===== src/rtl/amem_pkg.sv =====
package amem_pkg;

  localparam int CFG_W      = 32;
  localparam int CNT_W      = 6;

  localparam int SELSTB_BIT = 31;
  localparam int EXTW_BIT   = 30;

  localparam int SU_W = 4;
  localparam int ST_W = 6;
  localparam int HD_W = 3;
  localparam int TA_W = 2;

  localparam int WSU_LSB = 26;
  localparam int WST_LSB = 20;
  localparam int WHD_LSB = 17;
  localparam int RSU_LSB = 13;
  localparam int RST_LSB = 7;
  localparam int RHD_LSB = 4;
  localparam int TA_LSB  = 2;

  typedef enum logic [2:0] {
    PH_IDLE   = 3'd0,
    PH_SETUP  = 3'd1,
    PH_STROBE = 3'd2,
    PH_HOLD   = 3'd3,
    PH_TURN   = 3'd4
  } phase_e;

  typedef enum logic [1:0] {
    KIND_DATA = 2'd0,
    KIND_CMD  = 2'd1,
    KIND_ADDR = 2'd2,
    KIND_RSVD = 2'd3
  } kind_e;

  typedef struct packed {
    logic             sel_strobe;
    logic             ext_wait;
    logic [CNT_W-1:0] setup;
    logic [CNT_W-1:0] strobe;
    logic [CNT_W-1:0] hold;
    logic [CNT_W-1:0] turn;
  } timing_t;

endpackage


===== src/rtl/amem_cfg_decode.sv =====
module amem_cfg_decode
  import amem_pkg::*;
(
  input  logic [CFG_W-1:0] cfg,
  input  logic             is_write,
  output timing_t          tm
);

  logic unused_bus_size;
  assign unused_bus_size = ^cfg[TA_LSB-1:0];

  always_comb begin
    tm.sel_strobe = cfg[SELSTB_BIT];
    tm.ext_wait   = cfg[EXTW_BIT];
    tm.turn       = {{(CNT_W-TA_W){1'b0}}, cfg[TA_LSB +: TA_W]};
    if (is_write) begin
      tm.setup  = {{(CNT_W-SU_W){1'b0}}, cfg[WSU_LSB +: SU_W]};
      tm.strobe = {{(CNT_W-ST_W){1'b0}}, cfg[WST_LSB +: ST_W]};
      tm.hold   = {{(CNT_W-HD_W){1'b0}}, cfg[WHD_LSB +: HD_W]};
    end else begin
      tm.setup  = {{(CNT_W-SU_W){1'b0}}, cfg[RSU_LSB +: SU_W]};
      tm.strobe = {{(CNT_W-ST_W){1'b0}}, cfg[RST_LSB +: ST_W]};
      tm.hold   = {{(CNT_W-HD_W){1'b0}}, cfg[RHD_LSB +: HD_W]};
    end
  end

endmodule


===== src/rtl/amem_phase_fsm.sv =====
module amem_phase_fsm
  import amem_pkg::*;
(
  input  logic             clk,
  input  logic             rst_n,
  input  logic             start,
  input  logic [CNT_W-1:0] setup_live,
  input  logic [CNT_W-1:0] strobe_run,
  input  logic [CNT_W-1:0] hold_run,
  input  logic [CNT_W-1:0] turn_run,
  input  logic             ext_wait_run,
  input  logic             ready,
  output phase_e           phase,
  output logic             strobe_end,
  output logic             hold_end
);

  localparam logic [CNT_W-1:0] CNT_ONE = {{(CNT_W-1){1'b0}}, 1'b1};

  phase_e           phase_q, phase_d;
  logic [CNT_W-1:0] cnt_q, cnt_d;
  logic             cnt_zero;
  logic             stall;

  assign cnt_zero = (cnt_q == '0);
  assign stall    = (phase_q == PH_STROBE) && ext_wait_run && !ready;

  always_comb begin
    phase_d = phase_q;
    cnt_d   = cnt_q;
    case (phase_q)
      PH_IDLE: begin
        if (start) begin
          phase_d = PH_SETUP;
          cnt_d   = setup_live;
        end
      end
      PH_SETUP: begin
        if (cnt_zero) begin
          phase_d = PH_STROBE;
          cnt_d   = strobe_run;
        end else begin
          cnt_d = cnt_q - CNT_ONE;
        end
      end
      PH_STROBE: begin
        if (!stall) begin
          if (cnt_zero) begin
            phase_d = PH_HOLD;
            cnt_d   = hold_run;
          end else begin
            cnt_d = cnt_q - CNT_ONE;
          end
        end
      end
      PH_HOLD: begin
        if (cnt_zero) begin
          phase_d = PH_TURN;
          cnt_d   = turn_run;
        end else begin
          cnt_d = cnt_q - CNT_ONE;
        end
      end
      PH_TURN: begin
        if (cnt_zero) begin
          phase_d = PH_IDLE;
          cnt_d   = '0;
        end else begin
          cnt_d = cnt_q - CNT_ONE;
        end
      end
      default: begin
        phase_d = PH_IDLE;
        cnt_d   = '0;
      end
    endcase
  end

  always_ff @(posedge clk or negedge rst_n) begin
    if (!rst_n) begin
      phase_q <= PH_IDLE;
      cnt_q   <= '0;
    end else begin
      phase_q <= phase_d;
      cnt_q   <= cnt_d;
    end
  end

  assign phase      = phase_q;
  assign strobe_end = (phase_q == PH_STROBE) && cnt_zero && !stall;
  assign hold_end   = (phase_q == PH_HOLD) && cnt_zero;

endmodule


===== src/rtl/amem_pin_decode.sv =====
module amem_pin_decode
  import amem_pkg::*;
(
  input  phase_e      phase,
  input  logic        is_write,
  input  logic [1:0]  kind,
  input  logic        sel_strobe,
  output logic        cs_n,
  output logic        oe_n,
  output logic        we_n,
  output logic        cle,
  output logic        ale,
  output logic        dq_oe
);

  logic in_access;
  logic in_strobe;

  assign in_access = (phase == PH_SETUP) || (phase == PH_STROBE) || (phase == PH_HOLD);
  assign in_strobe = (phase == PH_STROBE);

  always_comb begin
    cs_n  = sel_strobe ? !in_strobe : !in_access;
    oe_n  = !(in_strobe && !is_write);
    we_n  = !(in_strobe && is_write);
    cle   = in_access && (kind == KIND_CMD);
    ale   = in_access && (kind == KIND_ADDR);
    dq_oe = in_access && is_write;
  end

endmodule


===== src/rtl/amem_datapath.sv =====
module amem_datapath #(
  parameter int DW = 8
) (
  input  logic          clk,
  input  logic          rst_n,
  input  logic          accept,
  input  logic [DW-1:0] req_wdata,
  input  logic          capture,
  input  logic [DW-1:0] dq_in,
  input  logic          hold_end,
  input  logic          ready,
  output logic [DW-1:0] wdata,
  output logic [DW-1:0] rdata,
  output logic          done,
  output logic [DW-1:0] status
);

  logic [DW-1:0] wdata_q;
  logic [DW-1:0] rdata_q;
  logic          done_q;
  logic [DW-1:0] status_q;

  always_ff @(posedge clk or negedge rst_n) begin
    if (!rst_n) begin
      wdata_q <= '0;
    end else if (accept) begin
      wdata_q <= req_wdata;
    end
  end

  always_ff @(posedge clk or negedge rst_n) begin
    if (!rst_n) begin
      rdata_q <= '0;
    end else if (capture) begin
      rdata_q <= dq_in;
    end
  end

  always_ff @(posedge clk or negedge rst_n) begin
    if (!rst_n) begin
      done_q   <= 1'b0;
      status_q <= '0;
    end else begin
      done_q   <= hold_end;
      status_q <= {{(DW-1){1'b0}}, ready};
    end
  end

  assign wdata  = wdata_q;
  assign rdata  = rdata_q;
  assign done   = done_q;
  assign status = status_q;

endmodule


===== src/rtl/amem_strobe_ctl.sv =====
module amem_strobe_ctl
  import amem_pkg::*;
#(
  parameter int DW = 8
) (
  input  logic             clk,
  input  logic             rst_n,
  input  logic             req_valid,
  input  logic             req_write,
  input  logic [1:0]       req_kind,
  input  logic [DW-1:0]    req_wdata,
  input  logic [CFG_W-1:0] cfg_word,
  input  logic             mem_ready,
  input  logic [DW-1:0]    mem_dq_in,
  output logic             mem_cs_n,
  output logic             mem_oe_n,
  output logic             mem_we_n,
  output logic             mem_cle,
  output logic             mem_ale,
  output logic [DW-1:0]    mem_dq_out,
  output logic             mem_dq_oe,
  output logic [DW-1:0]    rd_data,
  output logic             done,
  output logic [DW-1:0]    status
);

  localparam int RST_STAGES = 2;

  logic [RST_STAGES-1:0] rst_pipe;
  logic                  rst_core_n;

  always_ff @(posedge clk or negedge rst_n) begin
    if (!rst_n) begin
      rst_pipe <= '0;
    end else begin
      rst_pipe <= {rst_pipe[RST_STAGES-2:0], 1'b1};
    end
  end
  assign rst_core_n = rst_pipe[RST_STAGES-1];

  phase_e     phase;
  logic       accept;
  logic       strobe_end;
  logic       hold_end;
  timing_t    tm_live;
  timing_t    tm_q;
  logic       wr_q;
  logic [1:0] kind_q;

  assign accept = req_valid && (phase == PH_IDLE);

  amem_cfg_decode u_dec (
    .cfg      (cfg_word),
    .is_write (req_write),
    .tm       (tm_live)
  );

  always_ff @(posedge clk or negedge rst_core_n) begin
    if (!rst_core_n) begin
      tm_q   <= '0;
      wr_q   <= 1'b0;
      kind_q <= KIND_DATA;
    end else if (accept) begin
      tm_q   <= tm_live;
      wr_q   <= req_write;
      kind_q <= req_kind;
    end
  end

  amem_phase_fsm u_fsm (
    .clk          (clk),
    .rst_n        (rst_core_n),
    .start        (accept),
    .setup_live   (tm_live.setup),
    .strobe_run   (tm_q.strobe),
    .hold_run     (tm_q.hold),
    .turn_run     (tm_q.turn),
    .ext_wait_run (tm_q.ext_wait),
    .ready        (mem_ready),
    .phase        (phase),
    .strobe_end   (strobe_end),
    .hold_end     (hold_end)
  );

  logic unused_tm;
  assign unused_tm = ^tm_q.setup;

  amem_pin_decode u_pins (
    .phase      (phase),
    .is_write   (wr_q),
    .kind       (kind_q),
    .sel_strobe (tm_q.sel_strobe),
    .cs_n       (mem_cs_n),
    .oe_n       (mem_oe_n),
    .we_n       (mem_we_n),
    .cle        (mem_cle),
    .ale        (mem_ale),
    .dq_oe      (mem_dq_oe)
  );

  amem_datapath #(.DW(DW)) u_dp (
    .clk       (clk),
    .rst_n     (rst_core_n),
    .accept    (accept),
    .req_wdata (req_wdata),
    .capture   (strobe_end && !wr_q),
    .dq_in     (mem_dq_in),
    .hold_end  (hold_end),
    .ready     (mem_ready),
    .wdata     (mem_dq_out),
    .rdata     (rd_data),
    .done      (done),
    .status    (status)
  );

endmodule


===== config.mk =====
export PLATFORM = sky130hd
export DESIGN_NAME = amem_strobe_ctl
export DESIGN_NICKNAME = d
export VERILOG_FILES = /design/src/rtl/amem_pkg.sv /design/src/rtl/amem_cfg_decode.sv /design/src/rtl/amem_phase_fsm.sv /design/src/rtl/amem_pin_decode.sv /design/src/rtl/amem_datapath.sv /design/src/rtl/amem_strobe_ctl.sv
export SDC_FILE = /design/constraint.sdc
export NUM_CORES = 1
export LEC_CHECK = 0
export BUFFER_PORTS_ARGS = -buffer_cell sky130_fd_sc_hd__buf_2
export CAP_MARGIN = 10
export CORE_MARGIN = 2
export CORE_UTILIZATION = 44
export DETAILED_ROUTE_END_ITERATION = 16
export GPL_TIMING_DRIVEN = 0
export MAX_ROUTING_LAYER = met4
export PLACE_DENSITY_LB_ADDON = 0.1
export SYNTH_ARGS = -nofsm -noshare
export SYNTH_HDL_FRONTEND = slang
export SYNTH_SLANG_ARGS = --single-unit

===== constraint.sdc =====
create_clock -name clk -period 1.32 [get_ports clk]
set_input_delay 0.132 -clock clk [delete_from_list [all_inputs] [get_ports clk]]
set_output_delay 0.132 -clock clk [all_outputs]
set_load 0.01 [all_outputs]

# After elaboration in Yosys (flattened, before gate mapping)
# Index checks and enable logic that the tools add are counted.
[op_classes] n_reduce_logical=25 n_eq_ne=12 muxes=16 addsub=1
[ops] op="6-bit 2-to-1 mux" count=6
[ops] op="6-bit one-hot mux with 5 select lines" count=1
[ops] op="3-bit 2-to-1 mux" count=6
[ops] op="16-bit 2-to-1 mux" count=1
[ops] op="3-bit one-hot mux with 5 select lines" count=1
[ops] op="1-bit logical AND" count=12
[ops] op="1-bit zero test" count=7
[ops] op="3-bit by 2-bit == test with 1-bit output (second input constant)" count=2
[ops] op="6-bit zero test" count=1
[ops] op="2-bit by 1-bit != test with 1-bit output (second input constant)" count=3
[ops] op="2-bit != test (second input constant)" count=3
[ops] op="6-bit AND reduction" count=1
[ops] op="6-bit by 1-bit subtractor with 6-bit output (second input constant)" count=1
[ops] op="3-bit by 1-bit == test with 1-bit output (second input constant)" count=1
[ops] op="3-bit == test (second input constant)" count=1
[ops] op="3-bit zero test" count=1
[ops] op="2-bit by 1-bit == test with 1-bit output (second input constant)" count=1
[ops] op="2-bit == test (second input constant)" count=1
[ops] op="1-bit logical OR" count=2
[ops] op="2-bit AND reduction" count=1
[ops] op="1-bit 2-to-1 mux" count=1
[word_totals] regBits=48 in_bits=55

# Depth between registers and ports, before layout
# Gate-level depths: netlist of run 1.
[depth] word_depth=6 ltp_mapped=7 depth_no_buf=6

# Modules after synthesis
# From an unflattened synthesis of run 1, not the netlist that was laid out.
[unflattened] cells_unflattened=232 area_unflattened_um2=2965.3
[modules_own_cells] mod="amem_strobe_ctl" area_per_inst_um2=940.9 seq_area_each_um2=625.6 cells_per_inst=53 instances=1
[modules_own_cells] mod="amem_phase_fsm" area_per_inst_um2=884.6 seq_area_each_um2=225.2 cells_per_inst=98 instances=1
[modules_own_cells] mod="amem_datapath" area_per_inst_um2=769.5 seq_area_each_um2=450.4 cells_per_inst=44 instances=1
[modules_own_cells] mod="amem_cfg_decode" area_per_inst_um2=296.5 seq_area_each_um2=0.0 cells_per_inst=28 instances=1
[modules_own_cells] mod="amem_pin_decode" area_per_inst_um2=73.8 seq_area_each_um2=0.0 cells_per_inst=9 instances=1

# Least setup slack after synthesis of run 1
# OpenSTA, ideal clock, no wires.
[synth_timing] kind="reg-to-reg" startpoint="reg u_fsm.cnt_q[0]" endpoint="reg u_dp.rdata_q[0], in the netlist u_dp.rdata[0]" setup_time_ns=0.125 synth_period_minus_slack_ns=2.079 stages_incl_launch_ff=8 arrival_ns=1.954 path_slack_ns=-0.759 cell_sequence="dfrtp_1 inv_1 ha_1 nor3b_4 nand3_2 or4_4 buf_6 mux2_4"
[synth_via] elab_chain_len=4
[synth_rtl] element="from (decl)" line_no="amem_phase_fsm.sv:21" text="logic [CNT_W-1:0] cnt_q, cnt_d;"
[synth_rtl] element="from (signal assigned)" line_no="amem_phase_fsm.sv:85" text="cnt_q <= cnt_d;"
[synth_rtl] element="6-bit zero test" line_no="amem_phase_fsm.sv:25" text="assign cnt_zero = (cnt_q == '0);"
[synth_rtl] element="1-bit logical AND (2 in series)" line_no="amem_phase_fsm.sv:90" text="assign strobe_end = (phase_q == PH_STROBE) && cnt_zero && !stall;"
[synth_rtl] element="1-bit logical AND" line_no="amem_strobe_ctl.sv:106" text=".capture (strobe_end && !wr_q),"
[synth_rtl] element="to (signal assigned)" line_no="amem_datapath.sv:35" text="rdata_q <= dq_in;"
[synth_rtl] element="to (decl)" line_no="amem_datapath.sv:19" text="logic [DW-1:0] rdata_q;"
# Every way passes these cells.
# A chain may end at the register's enable or synchronous reset.

# Worst setup path after layout of run 1
[layout_timing] startpoint="reg u_fsm.cnt_q[0]" endpoint="reg u_dp.rdata_q[5], in the netlist u_dp.rdata[5]"
# The elaborated chain is that of the path after synthesis.

==> results of run 1 <==
==> layer usage <==
metal  share of wire [%]  global-route usage, %  vias up
met5                   0                      -        -
met4                 1.9                   6.96        0
met3                 4.7                   3.41       11
met2                  50                   38.8       75
met1                  43                   27.7     1063
li1                    -                      -     1065
==> per-stage QoR <==
| stage | setup WS (ps) | total power (W) |
|---|---|---|
| floorplan | -728 | 0.00392 |
| global placement | -910 | 0.00460 |
| detailed placement | -898 | 0.00464 |
| CTS | -625 | 0.00622 |
| global route | -688 | 0.00697 |
| finish | -639 | 0.00653 |
==> cells in the final DEF, fill, tap and decap left out, types with 3 or more instances in the layout <==
| master | n |
|---|---|
| a21oi_1 | 9 |
| a221o_1 | 3 |
| buf_2 | 75 |
| buf_4 | 25 |
| buf_6 | 12 |
| buf_8 | 7 |
| clkbuf_8 | 7 |
| conb_1 | 8 |
| dfrtp_1 | 44 |
| inv_1 | 7 |
| mux2_4 | 8 |
| mux2i_1 | 13 |
| nand2_1 | 26 |
| nand2_2 | 31 |
| nand2b_1 | 4 |
| nor2_1 | 9 |
| nor2_4 | 3 |
| nor3_1 | 3 |
| o21ai_0 | 6 |
| o21ai_1 | 4 |
| o21ai_2 | 5 |
| o22ai_1 | 3 |
==> path summary, 6_finish.rpt <==
check                      slack (ps)  cells after the start              to            from
hold / removal                     20                      3   u_dp.wdata[7]    req_wdata[7]
setup / recovery                 -640                      6   u_dp.rdata[5]  u_fsm.cnt_q[0]
hold reg to reg                   360                      0     rst_pipe[1]     rst_pipe[0]
setup reg to reg                 -640                      6   u_dp.rdata[5]  u_fsm.cnt_q[0]
min in group asynchronous         140                      2     rst_pipe[1]           rst_n
max in group asynchronous         300                      0  u_fsm.cnt_q[5]     rst_pipe[1]
==> cells by family (layout without fill, tap and decap cells) <==
group	after synthesis	after routing	share of synthesized area, %
other	2	8	0.320
flip-flops	45	45	48.0
AO/OA/AOI/OAI	41	41	11.0
multiplexers	23	23	11.6
XOR/XNOR	2	2	0.747
AND/OR/NAND/NOR	104	104	21.9
adder cells (fa/ha/maj)	1	1	0.534
buffers and inverters	27	143	5.82
==> state kept, by name, indices dropped and copies added (netlist names) <==
register,flops
rst_pipe,2
u_dp.status,1
u_dp.wdata,8
tm_q,13
u_dp.done,1
u_fsm.cnt_q,6
u_fsm.phase,3
u_dp.rdata,8
kind_q,2
wr_q,1
==> report_power, final <==
part | switching [W] | total [W] | internal (W)
combinational | 0.00139 | 0.00300 | 0.00162
sequential | 0.000540 | 0.00246 | 0.00192
clock | 0.000501 | 0.00107 | 0.000568
total | 0.00243 | 0.00653 | 0.00411
==> synth_stat cells, types with 5 or more instances <==
cell,number,area [µm²]
nand2_1,59,221
a21oi_1,9,45.0
mux2_4,8,120
nor2_1,12,45.0
clkbuf_1,11,41.3
buf_4,7,52.6
nand2b_1,5,31.3
inv_1,7,26.3
dfrtp_1,45,1130
nor3_1,5,25.0
mux2i_1,13,130
o21ai_0,15,75.1
==> repair_timing <==
action	CTS	global route
endpoints found under the setup margin	48	48
endpoints found under the hold margin	3	0
hold buffers	2	0
buffers inserted	21	8
pin swaps	29	17
gates cloned	3	1
resized for setup	67	37
==> critical path, cell delays in order (launching register included) <==
cell and delay [ps]:
dfrtp_1 400, inv_1 60, ha_2 180, nor3b_4 210, nand3_2 120, or4_4 540, mux2_4 340
==> layout make-up <==
cell class	instances	area, µm²
Clock inverter	3	43.8
Inverter	7	26.3
Clock buffer	5	68.8
Multi-Input combinational cell	179	1320
Timing Repair Buffer	110	724
Fill cell	401	1560
Buffer	18	189
Sequential cell	45	1130
Tap cell	70	87.6
==> results.yml, run 1 <==
global_routing:
  grt_overflow: 0
  grt_max_degree: 44
  grt_use_total_pct: 22.6
  grt_pass1_vias: 2198
  antenna_found_initial: 0
  grt_pass1_wl_um: 10400
clock_network:
  cts-root-buf: "clkbuf_8"
  clock_sinks: 45
  cts_tree: "built"
  tritoncts.num_buffers: 5
  cts_max_level: 2
  clock_path_buffers: 2
  clk_latency_ps: 300
  clk_pin_slew_ps: 90
placement:
  hpwlAfterDp_um: 4010
  gp_congestion: 0.856
  placed_cells: 396
  portBuffers: 75
  placed_cell_area_um2: 2890
power:
  power_density_nw_per_um2: 1820
  vdd_drop_max_v: 0.00104
  p_leak_nw: 1.83
worst_setup_path:
  worst-endpoint-required_ps: 1510
  endpoint_kind: "flop"
  start_kind: "flop"
  arrival_ps: 2150
  path_max_fanout: 8
  crit_type: "flop to flop"
floorplanning:
  die_w_um: 77
  core_um2: 5140
  start_util_pct: 45.6
  dieArea_um2: 5930
  die_h_um: 77
  row_count: 26
  ios: 86
sta:
  slew_violations: 0
  rsz0062_at_grt: "yes"
  period_needed_ps: 1960
  setup_viol: 48
  layout_setup_ws_ps: -639
  finClkSkew_ps: 5.37
  max_slew.worst_pin.slew_ps: 949
  post-route-period-util_pct: 148
  finalSetupTns_ps: -14580
  timing.fmax_ghz: 0.510
  slew_headroom_pct: 36.7
  hold_ws_ps: 22.8
  hold_violations: 0
run:
  maxCapViolCount: 0
cells_and_area:
  final_area_um2: 3580
  drive_gt1_share_pct: 54.2
  area_growth_pct: 52.9
  antennaDiodeCount: 0
  fin_cells: 437
  postLayoutCoreUtil_pct: 69.7
  final_nets: 422
logic_synthesis:
  ys_ff_latch: 45
  synth_ff_type: "dfrtp_1"
  yosysUniqueCellTypes: 47
  syn-cell-area_um2: 2340
  synthCells: 245
  yosysSeqAreaShare_pct: 48.0
  synth-edff-count: 0
  yosysWarningCount: 0
  avgSynthCellArea_um2: 9.57
  synthArstFlopShare_pct: 100
detailed_routing:
  ant_nets: 0
  drc: 0
  avgViaCountPerCell: 5.07
  wl_um: 6510
  drtIter0Drc: 122
  detailedRoute.firstPassIterationCount: 4
  vias: 2214
  wire_per_inst_um: 14.9
hold_path:
  hp-class: "input port to flop"
run_status:
  violations: "negative setup slack"
  status: "complete, but fails checks"
No activity file was read; power rests on OpenSTA's default activity.
==> run 2: changes to the inputs <==
--- a/config.mk
+++ b/config.mk
@@ -8,11 +8,13 @@
 export BUFFER_PORTS_ARGS = -buffer_cell sky130_fd_sc_hd__buf_2
 export CAP_MARGIN = 10
 export CORE_MARGIN = 2
-export CORE_UTILIZATION = 44
+export CORE_UTILIZATION = 45
 export DETAILED_ROUTE_END_ITERATION = 16
 export GPL_TIMING_DRIVEN = 0
 export MAX_ROUTING_LAYER = met4
 export PLACE_DENSITY_LB_ADDON = 0.1
+export SKIP_LAST_GASP = 1
 export SYNTH_ARGS = -nofsm -noshare
 export SYNTH_HDL_FRONTEND = slang
+export SYNTH_HIERARCHICAL = 1
 export SYNTH_SLANG_ARGS = --single-unit
==> run 2 against run 1 <==
  * The run still ends with negative setup slack left
  * Maximum frequency decreased by 5.2%
  * Core utilization fell by 3.9 points
  * Critical path depth rose by 2
  * Global-route usage down 3.9 points
  * Sequential cell count grew 7
  * Critical endpoint is now u_fsm/cnt_q[4]
  * Sequential share of layout area shrank 0.12 points
==> results.yml, run 2 <==
detailed_routing:
  avgViaCountPerCell: 5.15
  vias: 2230
  detailedRoute.firstPassIterationCount: 4
  drtIter0Drc: 89
  met3_wirelength_um: 398
  routed.top_layer: "met4"
  drc: 0
  wire_per_inst_um: 15.6
  dr_wl_met2_um: 3160
  ant_nets: 0
  wl_met1_um: 3020
  wl_um: 6750
logic_synthesis:
  avgSynthCellArea_um2: 12.8
  ys_ff_latch: 52
  synth_top_area_cell: "dfrtp_1"
  yosysWarningCount: 6
  syn-cell-area_um2: 2970
  yosysSeqAreaShare_pct: 43.9
  synth.top_cell.area_share_pct: 43.9
  synthCells: 232
  synth-edff-count: 0
  yosysUniqueCellTypes: 60
  synth_area_leaders: "dfrtp_1 44%, mux2_4 14%, mux2_2 10%"
  synthArstFlopShare_pct: 100
  post-synth-top-count-cell: "dfrtp_1"
  synth_ff_type: "dfrtp_1"
  synthTopCellsByCount: "52 x dfrtp_1, 27 x mux2_2, 27 x mux2_4, 20 x buf_4"
placement:
  placed_cells: 395
  placed_cell_area_um2: 3620
  gp_congestion: 0.864
  place_ws_ps: -1210
  portBuffers: 72
  hpwlAfterDp_um: 4270
run_status:
  violations: "negative setup slack"
  status: "complete, but fails checks"
worst_setup_path:
  reg2reg_to: "u_fsm/cnt_q[4]"
  crit_path_cell_trace: "inv_2 > ha_4 > buf_4 > buf_6 > or3b_4 > o211ai_4 > nor2_1 > o32a_1"
  critPathLaunch: "u_fsm/cnt_q[1]"
  start_kind: "flop"
  endpoint_kind: "flop"
  max_stage_delay_ps: 440
  path_max_fanout: 5
  r2r_setup_slack_ps: -750
  crit_type: "flop to flop"
  cpMaxStageDelayCell: "dfrtp_2"
  reg2reg_from: "u_fsm/cnt_q[1]"
  reg2regPathDepth: 8
  arrival_ps: 2260
  worst-endpoint-required_ps: 1510
power:
  finalPower_w: 0.00660
  p_leak_nw: 2.00
  vdd_drop_max_v: 0.00110
  power_density_nw_per_um2: 1580
floorplanning:
  die_w_um: 85.2
  row_count: 29
  ios: 86
  start_util_pct: 46.7
  die_h_um: 85.2
  core_um2: 6350
  dieArea_um2: 7250
hold_path:
  worstHoldStart: "cfg_word[31]"
  hold_depth: 2
  hp-class: "input port to flop"
  holdPathEnd: "tm_q[25]"
cells_and_area:
  max_flop_register: "tm_q"
  area_growth_pct: 40.9
  final_area_um2: 4180
  antennaDiodeCount: 0
  drive_gt1_share_pct: 64.0
  largest_register_ffs: 20
  fin_cells: 433
  final_cell_mix: "73 x buf_2, 50 x mux2_4, 48 x dfrtp_1"
  postLayoutCoreUtil_pct: 65.8
  final_nets: 412
  layout_commonest_cell: "buf_2"
global_routing:
  grt_pass1_wl_um: 10400
  grt_max_degree: 51
  grt_overflow: 0
  antenna_found_initial: 0
  grt_pass1_vias: 2098
  grt_use_total_pct: 18.7
sta:
  period_needed_ps: 2070
  max_slew.worst_pin.slew_ps: 644
  layout_setup_ws_ps: -746
  slew_violations: 0
  rsz0062_at_grt: "yes"
  finClkSkew_ps: 3.98
  slew_headroom_pct: 57.1
  post-route-period-util_pct: 157
  timing.fmax_ghz: 0.484
  hold_violations: 0
  setup_viol: 55
clock_network:
  cts_max_level: 2
  clock_sinks: 52
  clock_path_buffers: 2
  clk_pin_slew_ps: 90
  clk_latency_ps: 300
  cts_tree: "built"
  cts-root-buf: "clkbuf_8"
  tritoncts.num_buffers: 5
run:
  maxCapViolCount: 0
[run 2: cell count changes in the layout (fill, tap and decap cells not counted), sizes merged, moves of 5 or more]
cell	previous run	this run
buf	119	128
nand2b	5	0
dfrtp	45	52
mux2	10	54
nand2	59	4
conb	8	17
o21ai	15	5
nor2	12	7
mux2i	13	5
[run 2: per-layer routing]
layer	global-route usage [%]	vias up
met5	-	-
met4	6.78	0
met3	3.40	16
met2	28.6	95
met1	25.0	1060
li1	-	1059
[run 2: critical path: cells and delay by family (launching register included)]
family                   cells  cell delay [ps]
adder cells (fa/ha/maj)      1              130
buffers and inverters        3              260
AO/OA/AOI/OAI                2              620
AND/OR/NAND/NOR              2              500
flip-flops                   1              440
[run 2: where the power goes]
group | total (W) | internal, W | switching (W) | leakage [nW]
Sequential | 0.00274 | 0.00221 | 0.000529 | 0.608
Clock | 0.00107 | 0.000563 | 0.000510 | 0.0552
Combinational | 0.00280 | 0.00173 | 0.00107 | 1.34
[run 2: worst max path at each step]
| stage | end | cells past startpoint |
|---|---|---|
| 2_1_floorplan | u_dp/rdata[0] | 8 |
| 3_3_place_gp | u_dp/rdata[7] | 8 |
| 3_5_place_dp | u_dp/rdata[3] | 8 |
| 4_1_cts | u_dp/rdata[3] | 8 |
| 5_1_grt | u_fsm/cnt_q[4] | 8 |
| 6_report | u_fsm/cnt_q[4] | 8 |
[run 2: logic make-up (layout without fill, tap and decap cells)]
family	after synthesis	count (layout)	synth area share, %
mux	59	59	25.6
flops	52	52	43.9
simple gates	40	40	9.49
compound gates	37	37	10.6
buf+inv	37	147	8.61
other cells	3	17	0.380
fa+ha+maj	2	2	0.844
xor+xnor	2	2	0.591
[run 2: area by class of cell]
| class | count | area (µm²) |
|---|---|---|
| fill | 491 | 2170 |
| multi-input combinational | 157 | 1690 |
| sequential | 52 | 1310 |
| timing repair buffer | 102 | 692 |
| buffer | 30 | 256 |
| tap | 77 | 96.3 |
| clock buffer | 6 | 72.6 |
| clock inverter | 2 | 35.0 |
| inverter | 7 | 28.8 |
[run 2: timing repair]
action	4_1_cts	5_1_grt
endpoints found under the hold margin	3	0
cloned	0	1
gates resized for setup	20	31
setup buffers	15	16
pin swaps	10	13
hold buffers	2	0
endpoints found under the setup margin	57	55
[run 2: per-stage QoR]
| step | hold slack [ps] | setup TNS, ps |
|---|---|---|
| floorplan | -164 | -20740 |
| global placement | -83.0 | -31850 |
| detailed placement | -81.6 | -32620 |
| CTS | 44.0 | -18180 |
| global route | 33.1 | -26450 |
| finish | 52.1 | -24410 |
==> run 3: changes to the inputs <==
--- a/config.mk
+++ b/config.mk
@@ -8,7 +8,7 @@
 export BUFFER_PORTS_ARGS = -buffer_cell sky130_fd_sc_hd__buf_2
 export CAP_MARGIN = 10
 export CORE_MARGIN = 2
-export CORE_UTILIZATION = 45
+export CORE_UTILIZATION = 44
 export DETAILED_ROUTE_END_ITERATION = 16
 export GPL_TIMING_DRIVEN = 0
 export MAX_ROUTING_LAYER = met4
@@ -16,5 +16,4 @@
 export SKIP_LAST_GASP = 1
 export SYNTH_ARGS = -nofsm -noshare
 export SYNTH_HDL_FRONTEND = slang
-export SYNTH_HIERARCHICAL = 1
 export SYNTH_SLANG_ARGS = --single-unit
==> run 3 against run 2 <==
  * The flow still finishes with violations (negative setup slack)
  * Register-to-register slack improved by 110 ps
  * Sequential power fell by 11%
  * Hold slack got worse by 31 ps
  * Cell count rose by 0.69%
  * Clock skew rose by 1.9 ps
  * Total power fell by 2.0%
  * Clock power barely moved
  * First-iteration DRC count rose by 62%
  * Combinational power rose by 6%
  * Critical endpoint is now u_dp.rdata[5]
  * Routed wire length fell by 4.6%
  * Maximum frequency rose by 5.9%
  * Non-clock buffer count fell by 5
==> results.yml, run 3 (synthesis results as in run 1) <==
placement:
  gp_congestion: 0.856
  portBuffers: 75
  place_ws_ps: -898
  placed_cells: 396
  hpwlAfterDp_um: 4010
worst_setup_path:
  max_stage_delay_ps: 550
  crit_path_cell_trace: "inv_1 > ha_2 > nor3b_4 > nand3_2 > or4_4 > mux2_4"
  arrival_ps: 2150
  r2r_setup_slack_ps: -630
  cp_num_cells: 6
  endpoint_kind: "flop"
  worst-endpoint-required_ps: 1520
  start_kind: "flop"
  cpMaxStageDelayCell: "or4_4"
  path_max_fanout: 8
  reg2regPathDepth: 6
  path_buf_inv: 1
  path_delay_family: "simple AND/OR/NAND/NOR gates"
  crit_path_end: "u_dp.rdata[5]"
  crit_type: "flop to flop"
  reg2reg_from: "u_fsm.cnt_q[1]"
  critPathLaunch: "u_fsm.cnt_q[1]"
  reg2reg_to: "u_dp.rdata[5]"
clock_network:
  cts_tree: "built"
  tritoncts.num_buffers: 5
  clk_pin_slew_ps: 90
  cts-root-buf: "clkbuf_8"
  clock_sinks: 45
  clock_path_buffers: 2
  clk_latency_ps: 300
  cts_max_level: 2
hold_path:
  hold_depth: 3
  hp-class: "input port to flop"
detailed_routing:
  ant_nets: 0
  met3_wirelength_um: 295
  avgViaCountPerCell: 5.03
  routed.top_layer: "met4"
  wl_um: 6440
  drtIter0Drc: 144
  detailedRoute.firstPassIterationCount: 4
  wl_met1_um: 2730
  wire_per_inst_um: 14.8
  vias: 2192
  drc: 0
  dr_wl_met2_um: 3230
global_routing:
  antenna_found_initial: 0
  grt_overflow: 0
  grt_pass1_wl_um: 10400
  grt_pass1_vias: 2205
  grt_use_total_pct: 22.6
  grt_max_degree: 44
floorplanning:
  die_h_um: 77
  die_w_um: 77
  row_count: 26
  ios: 86
  start_util_pct: 45.6
  core_um2: 5140
  dieArea_um2: 5930
sta:
  finalSetupTns_ps: -14160
  period_needed_ps: 1950
  timing.fmax_ghz: 0.512
  hold_violations: 0
  hold_ws_ps: 21.6
  slew_headroom_pct: 38.3
  finClkSkew_ps: 5.92
  rsz0062_at_grt: "yes"
  setup_viol: 48
  max_slew.worst_pin.slew_ps: 926
  post-route-period-util_pct: 148
  slew_violations: 0
  layout_setup_ws_ps: -632
cells_and_area:
  final_cell_mix: "75 x buf_2, 44 x dfrtp_1, 33 x nand2_1"
  max_flop_register: "tm_q"
  fin_cells: 436
  fillCellCount: 399
  drive_gt1_share_pct: 51.4
  seq_area_um2: 1130
  final_nets: 421
  antennaDiodeCount: 0
  largest_register_ffs: 13
  layout_commonest_cell: "buf_2"
  area_growth_pct: 51.5
  multi_input_comb_area_um2: 1280
power:
  p_clk_share_pct: 16.5
  vdd_drop_max_v: 0.000957
  p_seq_share_pct: 37.7
  power_switching_w: 0.00238
  finalPower_w: 0.00647
  comb_power_share_pct: 45.8
  swShare_pct: 36.8
  p_leak_nw: 1.82
  p_int_w: 0.00409
  power_density_nw_per_um2: 1820
run:
  maxCapViolCount: 0
run_status:
  status: "complete, but fails checks"
  violations: "negative setup slack"
## run 3: changes by cell type in the layout (fill, tap and decap cells not counted), moves of 5 or more
cell and delta:
mux2_4 -42, mux2i_1 +8, nor2_1 +5, buf_8 +6
buf_6 -8, nand2_2 +23, buf_4 -8, nand2_1 +31
o21ai_0 +8, conb_1 -9
## run 3: repair_timing
action                                 CTS  global route
setup endpoints to repair               48            48
gates resized for setup                 61            25
hold buffers                             2             0
pin swaps                               29            11
setup buffers                           21             7
endpoints found under the hold margin    3             0
gates cloned                             3             1
## run 3: how the worst min path moves through the flow
stage | slack (ps) | to | startpoint
3_5_place_dp | -80 | rst_pipe[0] | rst_n
3_3_place_gp | -80 | rst_pipe[0] | rst_n
2_1_floorplan | -160 | rst_pipe[0] | rst_n
6_report | 20 | u_dp.wdata[7] | req_wdata[7]
4_1_cts | 20 | kind_q[0] | req_kind[0]
5_1_grt | 20 | kind_q[1] | req_kind[1]
## run 3: layer usage
| metal | track usage, % | vias to the layer above |
|---|---|---|
| li1 | - | 1064 |
| met1 | 27.4 | 1033 |
| met2 | 38.9 | 79 |
| met3 | 3.41 | 16 |
| met4 | 7.32 | 0 |
| met5 | - | - |
## run 3: tightest hold or removal path: cells and delay by family
family	cells	cell delay [ps]
and+or+nand+nor	2	80
buffers and inverters	1	80
## run 3: through the flow
step	utilization, %	cell area (µm²)
floorplan	-	2430
global placement	56.2	2890
detailed placement	56.2	2890
CTS	66.2	3400
global route	69.1	3550
finish	69.1	3550
## run 3: cell type report
class                   instances  area share (%)
multi-input cells             179            36.1
flip-flops and latches         45            31.7
repair buffers                109            20.5
plain buffers                  18            5.32
well taps                      70            2.46
clock buffers                   5            1.94
clock inverters                 3            1.23
inverters                       7           0.739
## run 3: power groups by stage
| stage | clock, W | sequential (W) | combinational [W] |
|---|---|---|---|
| floorplan | 0 | 0.00239 | 0.00152 |
| global placement | 0 | 0.00239 | 0.00221 |
| detailed placement | 0 | 0.00240 | 0.00224 |
| CTS | 0.00107 | 0.00240 | 0.00273 |
| global route | 0.00114 | 0.00252 | 0.00325 |
| finish | 0.00107 | 0.00244 | 0.00296 |
